[config.mk]
export PLATFORM = sky130hd
export DESIGN_NAME = dma7Ctrl
export DESIGN_NICKNAME = d
export VERILOG_FILES = /design/src/rtl/dma7_pkg.sv /design/src/rtl/dma7Datapath.sv /design/src/rtl/dma7Control.sv /design/src/rtl/dma7Ctrl.sv
export SDC_FILE = /design/constraint.sdc
export NUM_CORES = 1
export LEC_CHECK = 0
export BUFFER_PORTS_ARGS = -buffer_cell sky130_fd_sc_hd__buf_2
export CORE_MARGIN = 2
export CORE_UTILIZATION = 35
export DETAILED_ROUTE_END_ITERATION = 10
export SYNTH_ARGS = -nofsm -noshare
export SYNTH_HDL_FRONTEND = slang
export SYNTH_HIERARCHICAL = 1
export SYNTH_SLANG_ARGS = --single-unit
[constraint.sdc]
create_clock -name clk -period 6.2 [get_ports clk]
set_input_delay 0.62 -clock clk [delete_from_list [all_inputs] [get_ports clk]]
set_output_delay 0.62 -clock clk [all_outputs]
set_load 0.005 [all_outputs]
[src/rtl/dma7_pkg.sv]
package dma7_pkg;
  localparam int NCH      = 8;
  localparam int CH_W     = $clog2(NCH);
  localparam int BUS_SLOT = 4;

  localparam logic [1:0] FLD_ADDR = 2'd0;
  localparam logic [1:0] FLD_CNT  = 2'd1;
  localparam logic [1:0] FLD_MODE = 2'd2;

  localparam logic [1:0] KIND_WR = 2'b01;
  localparam logic [1:0] KIND_RD = 2'b10;

  typedef struct packed {
    logic       enable;
    logic       fast;
    logic       down;
    logic       demand;
    logic [1:0] kind;
  } mode_t;

  typedef struct packed {
    logic            step;
    logic [CH_W-1:0] chan;
  } dpCtl_t;

  typedef enum logic [1:0] {ST_IDLE, ST_SETUP, ST_XFER} xstate_e;
endpackage

[src/rtl/dma7Datapath.sv]
module dma7Datapath
  import dma7_pkg::*;
#(
  parameter int ADDR_W   = 16,
  parameter int MAX_FAST = 2
) (
  input  logic              clk,
  input  logic              rstN,
  input  logic              regWr,
  input  logic              regRd,
  input  logic [4:0]        regAddr,
  input  logic [7:0]        regWdata,
  output logic [7:0]        regRdata,
  input  dpCtl_t            ctl,
  output mode_t             chanMode [NCH],
  output logic              selCntZero,
  output logic [ADDR_W-1:0] selAddr
);
  localparam int FC_W = $clog2(NCH + 1);

  logic [CH_W-1:0]   selChan;
  logic [1:0]        fld;
  logic              bytePtr;
  logic [NCH-1:0]    tcStat, tcSet, fastVec;
  logic [ADDR_W-1:0] addrArr [NCH];
  logic [ADDR_W-1:0] cntArr  [NCH];
  logic [FC_W-1:0]   fastOthers;
  mode_t             newMode;
  logic              ptrHit, ptrClr, statClr;

  assign selChan = regAddr[4:2];
  assign fld     = regAddr[1:0];
  assign ptrHit  = (regWr || regRd) && (selChan != CH_W'(BUS_SLOT)) &&
                   (fld == FLD_ADDR || fld == FLD_CNT);
  assign ptrClr  = regWr && selChan == CH_W'(BUS_SLOT) && fld == FLD_ADDR;
  assign statClr = regWr && selChan == CH_W'(BUS_SLOT) && fld == FLD_CNT;

  always_comb begin
    fastOthers = '0;
    for (int i = 0; i < NCH; i++)
      if (fastVec[i] && CH_W'(i) != selChan) fastOthers = fastOthers + 1'b1;
    newMode = mode_t'(regWdata[5:0]);
    if (newMode.fast && fastOthers >= FC_W'(MAX_FAST)) newMode.fast = 1'b0;
  end

  always_ff @(posedge clk) begin
    if (!rstN)       bytePtr <= 1'b0;
    else if (ptrClr) bytePtr <= 1'b0;
    else if (ptrHit) bytePtr <= ~bytePtr;
  end

  for (genvar c = 0; c < NCH; c++) begin : g_chan
    if (c == BUS_SLOT) begin : g_link
      assign addrArr[c]  = '0;
      assign cntArr[c]   = '0;
      assign chanMode[c] = '0;
      assign tcSet[c]    = 1'b0;
      assign fastVec[c]  = 1'b0;
    end else begin : g_xfer
      logic [ADDR_W-1:0] addrR, cntR;
      mode_t             modeR;
      logic              stepHere, wrHere;
      assign stepHere = ctl.step && ctl.chan == CH_W'(c);
      assign wrHere   = regWr && selChan == CH_W'(c);
      always_ff @(posedge clk) begin
        if (!rstN) begin
          addrR <= '0;
          cntR  <= '0;
          modeR <= '0;
        end else begin
          if (stepHere) begin
            addrR <= modeR.down ? addrR - 1'b1 : addrR + 1'b1;
            cntR  <= cntR - 1'b1;
            if (cntR == '0) modeR.enable <= 1'b0;
          end
          if (wrHere) begin
            case (fld)
              FLD_ADDR: addrR[{bytePtr, 3'b000} +: 8] <= regWdata;
              FLD_CNT:  cntR[{bytePtr, 3'b000} +: 8]  <= regWdata;
              FLD_MODE: modeR <= newMode;
              default: ;
            endcase
          end
        end
      end
      assign addrArr[c]  = addrR;
      assign cntArr[c]   = cntR;
      assign chanMode[c] = modeR;
      assign tcSet[c]    = stepHere && cntR == '0;
      assign fastVec[c]  = modeR.fast;


      tc_wrap_chk: assert property (@(posedge clk) disable iff (!rstN)
        (stepHere && cntR == '0 && !wrHere) |=> (cntR == '1 && !modeR.enable));
    end
  end

  always_ff @(posedge clk) begin
    if (!rstN) tcStat <= '0;
    else       tcStat <= (statClr ? '0 : tcStat) | tcSet;
  end

  always_comb begin
    regRdata = '0;
    if (selChan == CH_W'(BUS_SLOT)) begin
      if (fld == FLD_CNT) regRdata = tcStat;
    end else begin
      case (fld)
        FLD_ADDR: regRdata = addrArr[selChan][{bytePtr, 3'b000} +: 8];
        FLD_CNT:  regRdata = cntArr[selChan][{bytePtr, 3'b000} +: 8];
        FLD_MODE: regRdata = {2'b00, chanMode[selChan]};
        default:  regRdata = '0;
      endcase
    end
  end

  assign selAddr    = addrArr[ctl.chan];
  assign selCntZero = cntArr[ctl.chan] == '0;


  fast_limit_chk: assert property (@(posedge clk) disable iff (!rstN)
    $countones(fastVec) <= MAX_FAST);


  tc_set_wins_chk: assert property (@(posedge clk) disable iff (!rstN)
    (|tcSet) |=> ((tcStat & $past(tcSet)) == $past(tcSet)));
endmodule

[src/rtl/dma7Control.sv]
module dma7Control
  import dma7_pkg::*;
(
  input  logic           clk,
  input  logic           rstN,
  input  logic [NCH-1:0] dreq,
  input  mode_t          chanMode [NCH],
  input  logic           selCntZero,
  output dpCtl_t         ctl,
  output logic [NCH-1:0] dack,
  output logic           memRd,
  output logic           memWr,
  output logic           ioRd,
  output logic           ioWr,
  output logic           xferWide,
  output logic           tcPulse
);
  localparam logic [NCH-1:0] LINK_MASK = NCH'(1) << BUS_SLOT;

  xstate_e         state;
  logic [CH_W-1:0] chanQ, win;
  logic [NCH-1:0]  reqVec;
  logic            inX, stayDemand;
  logic [1:0]      kind;

  for (genvar c = 0; c < NCH; c++) begin : g_req
    if (c == BUS_SLOT) begin : g_link
      assign reqVec[c] = 1'b0;
    end else begin : g_use
      assign reqVec[c] = dreq[c] && chanMode[c].enable;
    end
  end

  always_comb begin
    win = '0;
    for (int i = NCH - 1; i >= 0; i--)
      if (reqVec[i]) win = CH_W'(i);
  end

  assign stayDemand = chanMode[chanQ].demand && reqVec[chanQ] && !selCntZero;

  always_ff @(posedge clk) begin
    if (!rstN) begin
      state <= ST_IDLE;
      chanQ <= '0;
    end else begin
      case (state)
        ST_IDLE:
          if (|reqVec) begin
            chanQ <= win;
            state <= chanMode[win].fast ? ST_XFER : ST_SETUP;
          end
        ST_SETUP: state <= ST_XFER;
        ST_XFER:  state <= stayDemand ? ST_XFER : ST_IDLE;
        default:  state <= ST_IDLE;
      endcase
    end
  end

  assign inX      = state == ST_XFER;
  assign kind     = chanMode[chanQ].kind;
  assign memWr    = inX && kind == KIND_WR;
  assign ioRd     = inX && kind == KIND_WR;
  assign memRd    = inX && kind == KIND_RD;
  assign ioWr     = inX && kind == KIND_RD;
  assign xferWide = inX && chanQ > CH_W'(BUS_SLOT);
  assign tcPulse  = inX && selCntZero;
  assign ctl      = '{step: inX, chan: chanQ};

  always_comb begin
    dack = '0;
    if (state != ST_IDLE) begin
      dack[chanQ] = 1'b1;
      if (chanQ < CH_W'(BUS_SLOT)) dack[BUS_SLOT] = 1'b1;
    end
  end


  grant_onehot_chk: assert property (@(posedge clk) disable iff (!rstN)
    $onehot0(dack & ~LINK_MASK));


  link_follows_chk: assert property (@(posedge clk) disable iff (!rstN)
    dack[BUS_SLOT] |-> (|dack[BUS_SLOT-1:0]));


  setup_once_chk: assert property (@(posedge clk) disable iff (!rstN)
    (state == ST_SETUP) |=> (state == ST_XFER));


  tc_release_chk: assert property (@(posedge clk) disable iff (!rstN)
    tcPulse |=> (state == ST_IDLE));
endmodule

[src/rtl/dma7Ctrl.sv]
module dma7Ctrl
  import dma7_pkg::*;
#(
  parameter int ADDR_W   = 16,
  parameter int MAX_FAST = 2
) (
  input  logic              clk,
  input  logic              rstN,
  input  logic              regWr,
  input  logic              regRd,
  input  logic [4:0]        regAddr,
  input  logic [7:0]        regWdata,
  output logic [7:0]        regRdata,
  input  logic [NCH-1:0]    dreq,
  output logic [NCH-1:0]    dack,
  output logic [ADDR_W-1:0] xferAddr,
  output logic              xferWide,
  output logic              memRd,
  output logic              memWr,
  output logic              ioRd,
  output logic              ioWr,
  output logic              tcPulse
);
  dpCtl_t ctl;
  mode_t  chanMode [NCH];
  logic   selCntZero;

  dma7Datapath #(.ADDR_W(ADDR_W), .MAX_FAST(MAX_FAST)) u_dp (
    .clk(clk), .rstN(rstN), .regWr(regWr), .regRd(regRd), .regAddr(regAddr),
    .regWdata(regWdata), .regRdata(regRdata), .ctl(ctl), .chanMode(chanMode),
    .selCntZero(selCntZero), .selAddr(xferAddr)
  );

  dma7Control u_ctl (
    .clk(clk), .rstN(rstN), .dreq(dreq), .chanMode(chanMode),
    .selCntZero(selCntZero), .ctl(ctl), .dack(dack), .memRd(memRd),
    .memWr(memWr), .ioRd(ioRd), .ioWr(ioWr), .xferWide(xferWide),
    .tcPulse(tcPulse)
  );
endmodule

==> results.md, run 1 <==
- Initial DRC Count: 1738
- Vias in the first global route: 19565
- Num CTS Buffers: 36
- Share of cells above drive strength 1: 11.74%
- Crit start category: input pin
- Max Transition Viols Final: 0
- Final nets: 2800
- Total GRT Usage: 22.49%
- Worst-Skew Late Latency: 0.56 ns
- DRT Pass-1 Iters: 6
- Vias after detailed routing: 20786
- Leak: 8.970 nW
- CTS Sinks: 279
- Hold Vio Cnt, Final: 0
- Status: complete, no violations
- Worst EP required: 5.58 ns
- Post-CTS Setup Bufs: 0
- Synthesized area per cell: 7.985 sq um
- Core Util, Final: 38.61%
- Max-Cap Viols: 0
- Worst Path Max Fanout: 40
- Grt total ovfl: 0
- Slew @ Worst Pin: 1.149 ns
- Die Area: 63720 sq um
- Drt total wl: 73.21 mm
- Antenna Nets Post-Route: 0
- Area Overhead vs Synth: 9.714%
- Hold_buf cts: 0
- Die Height: 252.4 um
- Core footprint: 61370 sq um
- Port-buffer cells: 61
- Final Instance Count excl. Fillers: 3472
- Worst Path Arrival: 4.10 ns
- Final setup viols: 0
- Synth warn: 6
- Final GP Congestion: 0.9053
- Peak Freq: 0.2117 GHz
- Sum of negative setup slack: 0 ns
- Synth Instances: 2705
- CTS tree: yes
- WL per Instance: 21.09 um
- Die Width: 252.4 um
- # fillers: 6133
- Clock Pin Slew Worst Setup and Hold Paths: 0.06 ns
- DR vias/cell: 5.987
- Worst hold path type: flop to flop
- Placed cell count: 3407
- Crit path time final: 4.723 ns
- Slew HR: 23.11%
- Worst ir drop on vdd: 0.1359 mV
- Largest net degree at the start of global routing: 81
- Antenna cells: 0
- Pwr Density: 187.4 nW/um^2
- Io pins: 63
- Clk buf depth: 3
- Cts repair resizes: 0
- Skew final: 0.01820 ns
- Detail Placement HPWL: 50.51 mm
- Crit path kind: input pin to output port
- RSZ-0062 raised after global routing: no
- H-tree depth: 2
- Final period utilization: 76.19%
- Number of placement rows: 91
- Mapped Area: 21600 sq um
- First-pass GRT wire length: 113.0 mm
- Drt drc: 0
- Root buffer cell: clkbuf_16
- Initial Util: 35.20%
- Endpoint type of the worst setup path: output port
- Antenna violations before repair: 0
worst max-delay path, stage by stage:
cell     delay, ns
buf_4         0.18
buf_4         0.35
buf_4         0.38
nor2b_2       0.64
buf_4         0.40
a22oi_1       0.16
nand2_1       0.11
o21ai_0       0.10
mux4_2        0.49
o21ai_0       0.40
buf_2         0.20
cell usage in the layout, fill, tap and decap left out, types with 10 or more instances in the layout:
| master | n |
|---|---|
| and2_1 | 14 |
| xor2_1 | 59 |
| a22oi_1 | 40 |
| a22o_1 | 10 |
| nor3_1 | 72 |
| a311oi_1 | 51 |
| clkbuf_16 | 37 |
| mux2i_1 | 21 |
| nand2b_1 | 16 |
| mux2_2 | 52 |
| o211ai_1 | 38 |
| and3_1 | 15 |
| nand2_1 | 346 |
| dfxtp_1 | 276 |
| o21ai_1 | 14 |
| mux4_2 | 65 |
| a31oi_1 | 34 |
| inv_1 | 61 |
| a21oi_1 | 151 |
| buf_2 | 59 |
| o211a_1 | 23 |
| nand3b_1 | 10 |
| nand3_1 | 71 |
| ha_1 | 113 |
| nor2_1 | 295 |
| xnor2_1 | 116 |
| nor2b_1 | 25 |
| a211oi_1 | 98 |
| nor4_1 | 29 |
| or4_1 | 11 |
| a21o_1 | 18 |
| buf_4 | 34 |
| o21ai_0 | 160 |
| o21a_1 | 20 |
| or3_1 | 38 |
final timing paths:
kind / startpoint / endpoint / slack (ns) / cells after the start
max reg2reg: u_dp/chanMode[40] / u_dp/chanMode[34] / 2.14 / 16
min: u_dp/tcStat[3] / u_dp/tcStat[3] / 0.47 / 2
max: regAddr[2] / regRdata[6] / 1.48 / 11
min reg2reg: u_dp/tcStat[3] / u_dp/tcStat[3] / 0.47 / 2
per-layer routing:
layer / part of all wire (%) / track usage (%) / up-vias
met5: 0 / 0 / -
li1: - / - / 9846
met4: 4.3 / 10.13 / 0
met2: 45 / 36.04 / 803
met1: 43 / 30.21 / 9988
met3: 7.2 / 2.812 / 149
area by class of cell:
class,instances,area (sq um),area share [%]
tap,790,988.4,4.171
clock buffer,50,1055,4.451
multi-input combinational,2182,15060,63.55
clock inverter,15,214.0,0.9029
sequential,279,5589,23.59
inverter,63,241.5,1.019
timing repair buffer,93,550.5,2.323
flip-flops by register name, summed over array words and instances, names as in the netlist:
name and cells:
u_ctl/chanQ 3, u_ctl/state 2, u_dp/bytePtr 1, u_dp/chanMode 42, u_dp/g_chan.g_xfer.addrR 112, u_dp/g_chan.g_xfer.cntR 112
u_dp/tcStat 7
metrics by stage:
stage	power (mW)	setup slack [ns]	cell area (sq um)	hold WS [ns]
6_report	4.442	1.477	23700	0.4729
3_5_place_dp	2.203	1.261	22430	0.4601
5_1_grt	4.583	1.280	23700	0.4961
2_1_floorplan	2.081	1.379	21610	0.4366
3_3_place_gp	2.198	1.416	22430	0.4539
4_1_cts	4.481	1.562	23700	0.4685
power by group:
part / switching [mW] / internal [mW]
combinational: 0.236 / 0.101
clock: 0.870 / 1.40
sequential: 0.0248 / 1.81
No activity file was read; power rests on OpenSTA's default activity.
==> run 2: changes to the inputs <==
Clock period 6.2 ns to 4.74 ns, I/O delays scaled along.
==> run 2 against run 1 <==
Compared with the run above:
- core utilization decreased by 0.14 points
- highest routed layer unchanged
- setup slack worse by 0.90 ns
- cell count is essentially flat
- clock power increased by 20%
==> results.md, run 2 (synthesized netlist as in run 1, its figures left out) <==
- Peak Freq: 0.2403 GHz
- Design area: 23610 sq um (-0.37%)
- DRT Pass-1 Iters: 6 (unchanged)
- WL per Instance: 21.49 um (+1.9%)
- Clock Pin Slew Worst Setup and Hold Paths: 0.06 ns (about the same)
- Final Instance Count excl. Fillers: 3473 (+0.029%)
- Antenna cells: 0 (unchanged)
- Worst ir drop on vdd: 0.1887 mV (+39%)
- Initial DRC Count: 2069 (+19%)
- Share of cells above drive strength 1: 11.82% (+0.070 points)
- Fraction of power consumed by combinational cells: 7.9% (+0.3 points)
- Cts repair resizes: 0 (unchanged)
- Vias after detailed routing: 20970 (+0.89%)
- Total GRT Usage: 22.81% (+0.32 points)
- Crit start category: input pin
- Endpoint type of the worst setup path: output port
- Switch share: 27.02% (+1.6 points)
- Largest net degree at the start of global routing: 107 (+32%)
- Number of placement rows: 91 (unchanged)
- Pwr Density: 235.9 nW/um^2 (+26%)
- Grt total ovfl: 0 (unchanged)
- Seq pwr share: 43.1% (+1.8 points)
- Die Height: 252.4 um (unchanged)
- Worst-Skew Late Latency: 0.57 ns (about the same)
- Hold Vio Cnt, Final: 0 (unchanged)
- Worst EP required: 4.27 ns (-1.31 ns)
- Clk pwr share: 49.0% (-2.1 points)
- Detail Placement HPWL: 52.56 mm (+4.0%)
- Clk buf depth: 3 (unchanged)
- RSZ-0062 raised after global routing: no
- Slew HR: 20.89% (-2.2 points)
- Crit path kind: input pin to output port
- Post-CTS Setup Bufs: 0 (unchanged)
- Placed instance area: 22460 sq um (+0.13%)
- CTS Sinks: 279 (unchanged)
- Multi-input gate area: 15060 sq um (unchanged)
- Most frequent cells in the layout: nand2_1 (346), nor2_1 (295), dfxtp_1 (276)
- DR vias/cell: 6.038 (+0.86%)
- Sum of negative setup slack: 0 ns (unchanged)
- Final setup viols: 0 (unchanged)
- Worst Path Arrival: 3.69 ns (-0.41 ns)
- Slew @ Worst Pin: 1.187 ns (+0.03758 ns)
- Hold_buf cts: 0 (unchanged)
- Sw Pwr: 1.505 mW (+33%)
- Num CTS Buffers: 35 (-2.8%)
- Skew final: 0.01983 ns (+0.001628 ns)
- Worst hold path type: input pin to flop
- Vias in the first global route: 19315 (-1.3%)
- Die Area: 63720 sq um (unchanged)
- Cell internal pwr: 4.065 mW (+23%)
- Core footprint: 61370 sq um (unchanged)
- Crit path time final: 4.161 ns
- Port-buffer cells: 61 (unchanged)
- Placed cell count: 3411 (+0.12%)
- Power Total: 5.570 mW (+25%)
- H-tree depth: 2 (unchanged)
- Area Overhead vs Synth: 9.303%
- Die Width: 252.4 um (unchanged)
- Most common cell after layout, fill and taps aside: nand2_1
- Final period utilization: 87.78%
- Final GP Congestion: 0.9746 (+7.7%)
- Max-Cap Viols: 0 (unchanged)
- Sequential cell area: 5589 sq um (unchanged)
- First-pass GRT wire length: 114.5 mm (+1.3%)
- Drt drc: 0 (unchanged)
- Max Transition Viols Final: 0 (unchanged)
- # fillers: 6106 (-0.44%)
- Io pins: 63 (unchanged)
- Root buffer cell: clkbuf_16
- Drt total wl: 74.64 mm (+2.0%)
- CTS tree: yes
- Antenna violations before repair: 0 (unchanged)
- Initial Util: 35.20% (unchanged)
- Status: complete, no violations
- Antenna Nets Post-Route: 0 (unchanged)
- Final nets: 2803 (+0.11%)
- Worst Path Max Fanout: 57 (+43%)
- Leak: 8.931 nW (-0.43%)
- Core Util, Final: 38.47% (-0.14 points)
run 2: final timing paths:
kind / cells past startpoint / endpoint / from / slack, ns
min: 4 / u_dp/bytePtr / regRd / 0.37
min reg2reg: 2 / u_dp/chanMode[6] / u_dp/chanMode[6] / 0.47
max reg2reg: 16 / u_dp/chanMode[28] / u_dp/chanMode[40] / 0.88
max: 9 / regRdata[4] / regAddr[2] / 0.58
run 2: power groups by stage:
stage / logic (mW) / registers, mW / clock network [mW]
floorplan: 0.289 / 2.43 / 0
global route: 0.470 / 2.40 / 2.87
global placement: 0.427 / 2.45 / 0
detailed placement: 0.433 / 2.45 / 0
finish: 0.442 / 2.40 / 2.73
CTS: 0.435 / 2.40 / 2.78
run 2: per-stage QoR:
stage / hold WS [ns] / setup slack [ns]
2_1_floorplan: 0.4366 / 0.06472
4_1_cts: 0.3554 / 0.6487
6_report: 0.3693 / 0.5791
3_3_place_gp: 0.4522 / 0.4092
3_5_place_dp: 0.4658 / 0.3456
5_1_grt: 0.4053 / 0.4638
run 2: layout make-up:
cell class	count	area share, %
clock buffers	48	4.298
clock inverters	14	0.5724
inverters	63	1.023
multi-input cells	2182	63.79
flip-flops and latches	279	23.67
well taps	790	4.187
repair buffers	97	2.459
run 2: layer usage:
metal	wire length [um]	GRT usage, %	up-vias
met4	2591	8.555	0
met5	0	0	-
met3	6123	3.254	141
met2	33100	35.40	856
met1	32830	31.98	10110
li1	-	-	9863
run 2: critical path, stage by stage:
cell	delay [ns]
buf_4	0.10
buf_4	0.57
buf_4	0.60
mux4_2	0.59
o211ai_1	0.22
o21ai_0	0.11
a311oi_1	0.57
o22ai_1	0.19
buf_2	0.18
==> run 3: changes to the inputs <==
Settings changed: BUFFER_PORTS_ARGS -buffer_cell sky130_fd_sc_hd__buf_2 to default, DONT_BUFFER_PORTS from default to 1.
==> run 3 against run 2 <==
Compared with the run above:
- fmax up 5.1%
- die area unchanged
- wire length decreased by 2.4%
- non-clock buffer count is 68 lower
- first-iteration DRC count fell by 7.5%
- critical path type is now flop to flop
==> results.md, run 3 (synthesized netlist as in run 1, its figures left out) <==
- Max-Cap Viols: 0 (unchanged)
- Status: complete, no violations
- Worst Path Max Fanout: 7 (-88%)
- Total GRT Usage: 22.07% (-0.74 points)
- DR vias/cell: 6.077 (+0.64%)
- Antenna Nets Post-Route: 0 (unchanged)
- Max Transition Viols Final: 0 (unchanged)
- Worst Path Arrival: 4.43 ns (+0.74 ns)
- Worst ir drop on vdd: 0.1785 mV (-5.4%)
- Largest net degree at the start of global routing: 116 (+8.4%)
- Crit start category: flop
- Sum of negative setup slack: 0 ns (unchanged)
- Most common cell after layout, fill and taps aside: nand2_1
- Skew final: 0.01391 ns (-0.005924 ns)
- CTS tree: yes
- Hold Vio Cnt, Final: 0 (unchanged)
- Slew @ Worst Pin: 1.166 ns (-0.02056 ns)
- Die Height: 252.4 um (unchanged)
- Num CTS Buffers: 35 (unchanged)
- Hold_buf cts: 0 (unchanged)
- Final GP Congestion: 0.8920 (-8.5%)
- Initial Util: 35.20% (unchanged)
- Port-buffer cells: 0 (-100%)
- Worst-Skew Late Latency: 0.55 ns (-0.02 ns)
- CTS Sinks: 279 (unchanged)
- Post-CTS Setup Bufs: 0 (unchanged)
- Final nets: 2735 (-2.4%)
- First-pass GRT wire length: 110.7 mm (-3.3%)
- Slew HR: 21.84% (+0.95 points)
- Pwr Density: 229.3 nW/um^2 (-2.8%)
- WL per Instance: 21.44 um (-0.26%)
- Worst EP required: 5.21 ns (+0.94 ns)
- Number of placement rows: 91 (unchanged)
- Crit path kind: flop to flop
- # fillers: 6153 (+0.77%)
- Die Area: 63720 sq um (unchanged)
- Share of cells above drive strength 1: 9.119% (-2.7 points)
- Die Width: 252.4 um (unchanged)
- Antenna cells: 0 (unchanged)
- Core footprint: 61370 sq um (unchanged)
- Grt total ovfl: 0 (unchanged)
- H-tree depth: 2 (unchanged)
- Leak: 8.556 nW (-4.2%)
- Final setup viols: 0 (unchanged)
- Clock Pin Slew Worst Setup and Hold Paths: 0.06 ns (about the same)
- DRT Pass-1 Iters: 6 (unchanged)
- Most frequent cells in the layout: nand2_1 (346), nor2_1 (295), dfxtp_1 (276)
- Vias after detailed routing: 20661 (-1.5%)
- Initial DRC Count: 1914 (-7.5%)
- Detail Placement HPWL: 49.85 mm (-5.2%)
- RSZ-0062 raised after global routing: no
- Cts repair resizes: 0 (unchanged)
- Worst hold path type: input pin to flop
- Drt drc: 0 (unchanged)
- Vias in the first global route: 19170 (-0.75%)
- Io pins: 63 (unchanged)
- Drt total wl: 72.88 mm (-2.4%)
- Final period utilization: 83.50% (-4.3 points)
- Clk buf depth: 3 (unchanged)
- Area Overhead vs Synth: 7.322%
- Peak Freq: 0.2527 GHz (+5.1%)
- Endpoint type of the worst setup path: flop
- Antenna violations before repair: 0 (unchanged)
- WHS: 0.06212 ns (-0.3072 ns)
- Root buffer cell: clkbuf_16
- Crit path time final: 3.958 ns (-0.2031 ns)
-- run 3: layer usage --
metal	vias up	track usage (%)	wire length, um
li1	9718	-	-
met1	10019	29.81	31630
met2	788	35.48	33140
met3	136	2.698	5155
met4	0	9.400	2964
met5	-	0	0
-- run 3: cell type report --
type	count	area [sq um]	share of cell area [%]
clock inverter	5	50.05	0.2159
clock buffer	52	1032	4.453
tap	790	988.4	4.264
timing repair buffer	29	217.7	0.9392
sequential	279	5592	24.12
multi-input combinational	2182	15060	64.96
inverter	63	241.5	1.042
-- run 3: worst max-delay path, stage by stage (launching register included) --
cell and delay, ns:
dfxtp_1 0.39, o21ai_0 0.24, inv_1 0.15, ha_1 0.28, xnor2_1 0.26, ha_1 0.28
nand2b_1 0.16, o21a_1 0.14, xnor2_1 0.14, o21ai_0 0.12, ha_1 0.32, nor2_1 0.05
a31oi_1 0.25, ha_1 0.28, o32ai_1 0.33, nand4_2 0.29, o21ai_1 0.21
-- run 3: power by group --
group	switching (mW)	internal, mW
clock network	1.07	1.55
logic	0.180	0.115
registers	0.0317	2.36
total	1.29	4.03
-- run 3: worst paths after layout --
check | startpoint | end | slack [ns] | depth (start not counted)
setup reg to reg | u_dp/chanMode[40] | u_dp/chanMode[28] | 0.78 | 16
setup / recovery | u_dp/chanMode[40] | u_dp/chanMode[28] | 0.78 | 16
hold reg to reg | u_dp/tcStat[3] | u_dp/tcStat[3] | 0.47 | 2
hold / removal | rstN | u_ctl/state[1] | 0.06 | 2
-- run 3: stage by stage --
step	instance area [sq um]	utilization, %	cells	worst slack [ns]	total power, mW
global placement	22100	36.01	3343	0.4680	2.727
global route	23180	37.77	3400	0.5263	5.460
detailed placement	22100	36.01	3343	0.3073	2.735
floorplan	21610	-	2707	0.06472	2.722
CTS	23180	37.77	3400	0.8362	5.350
finish	23180	37.77	3400	0.7822	5.315
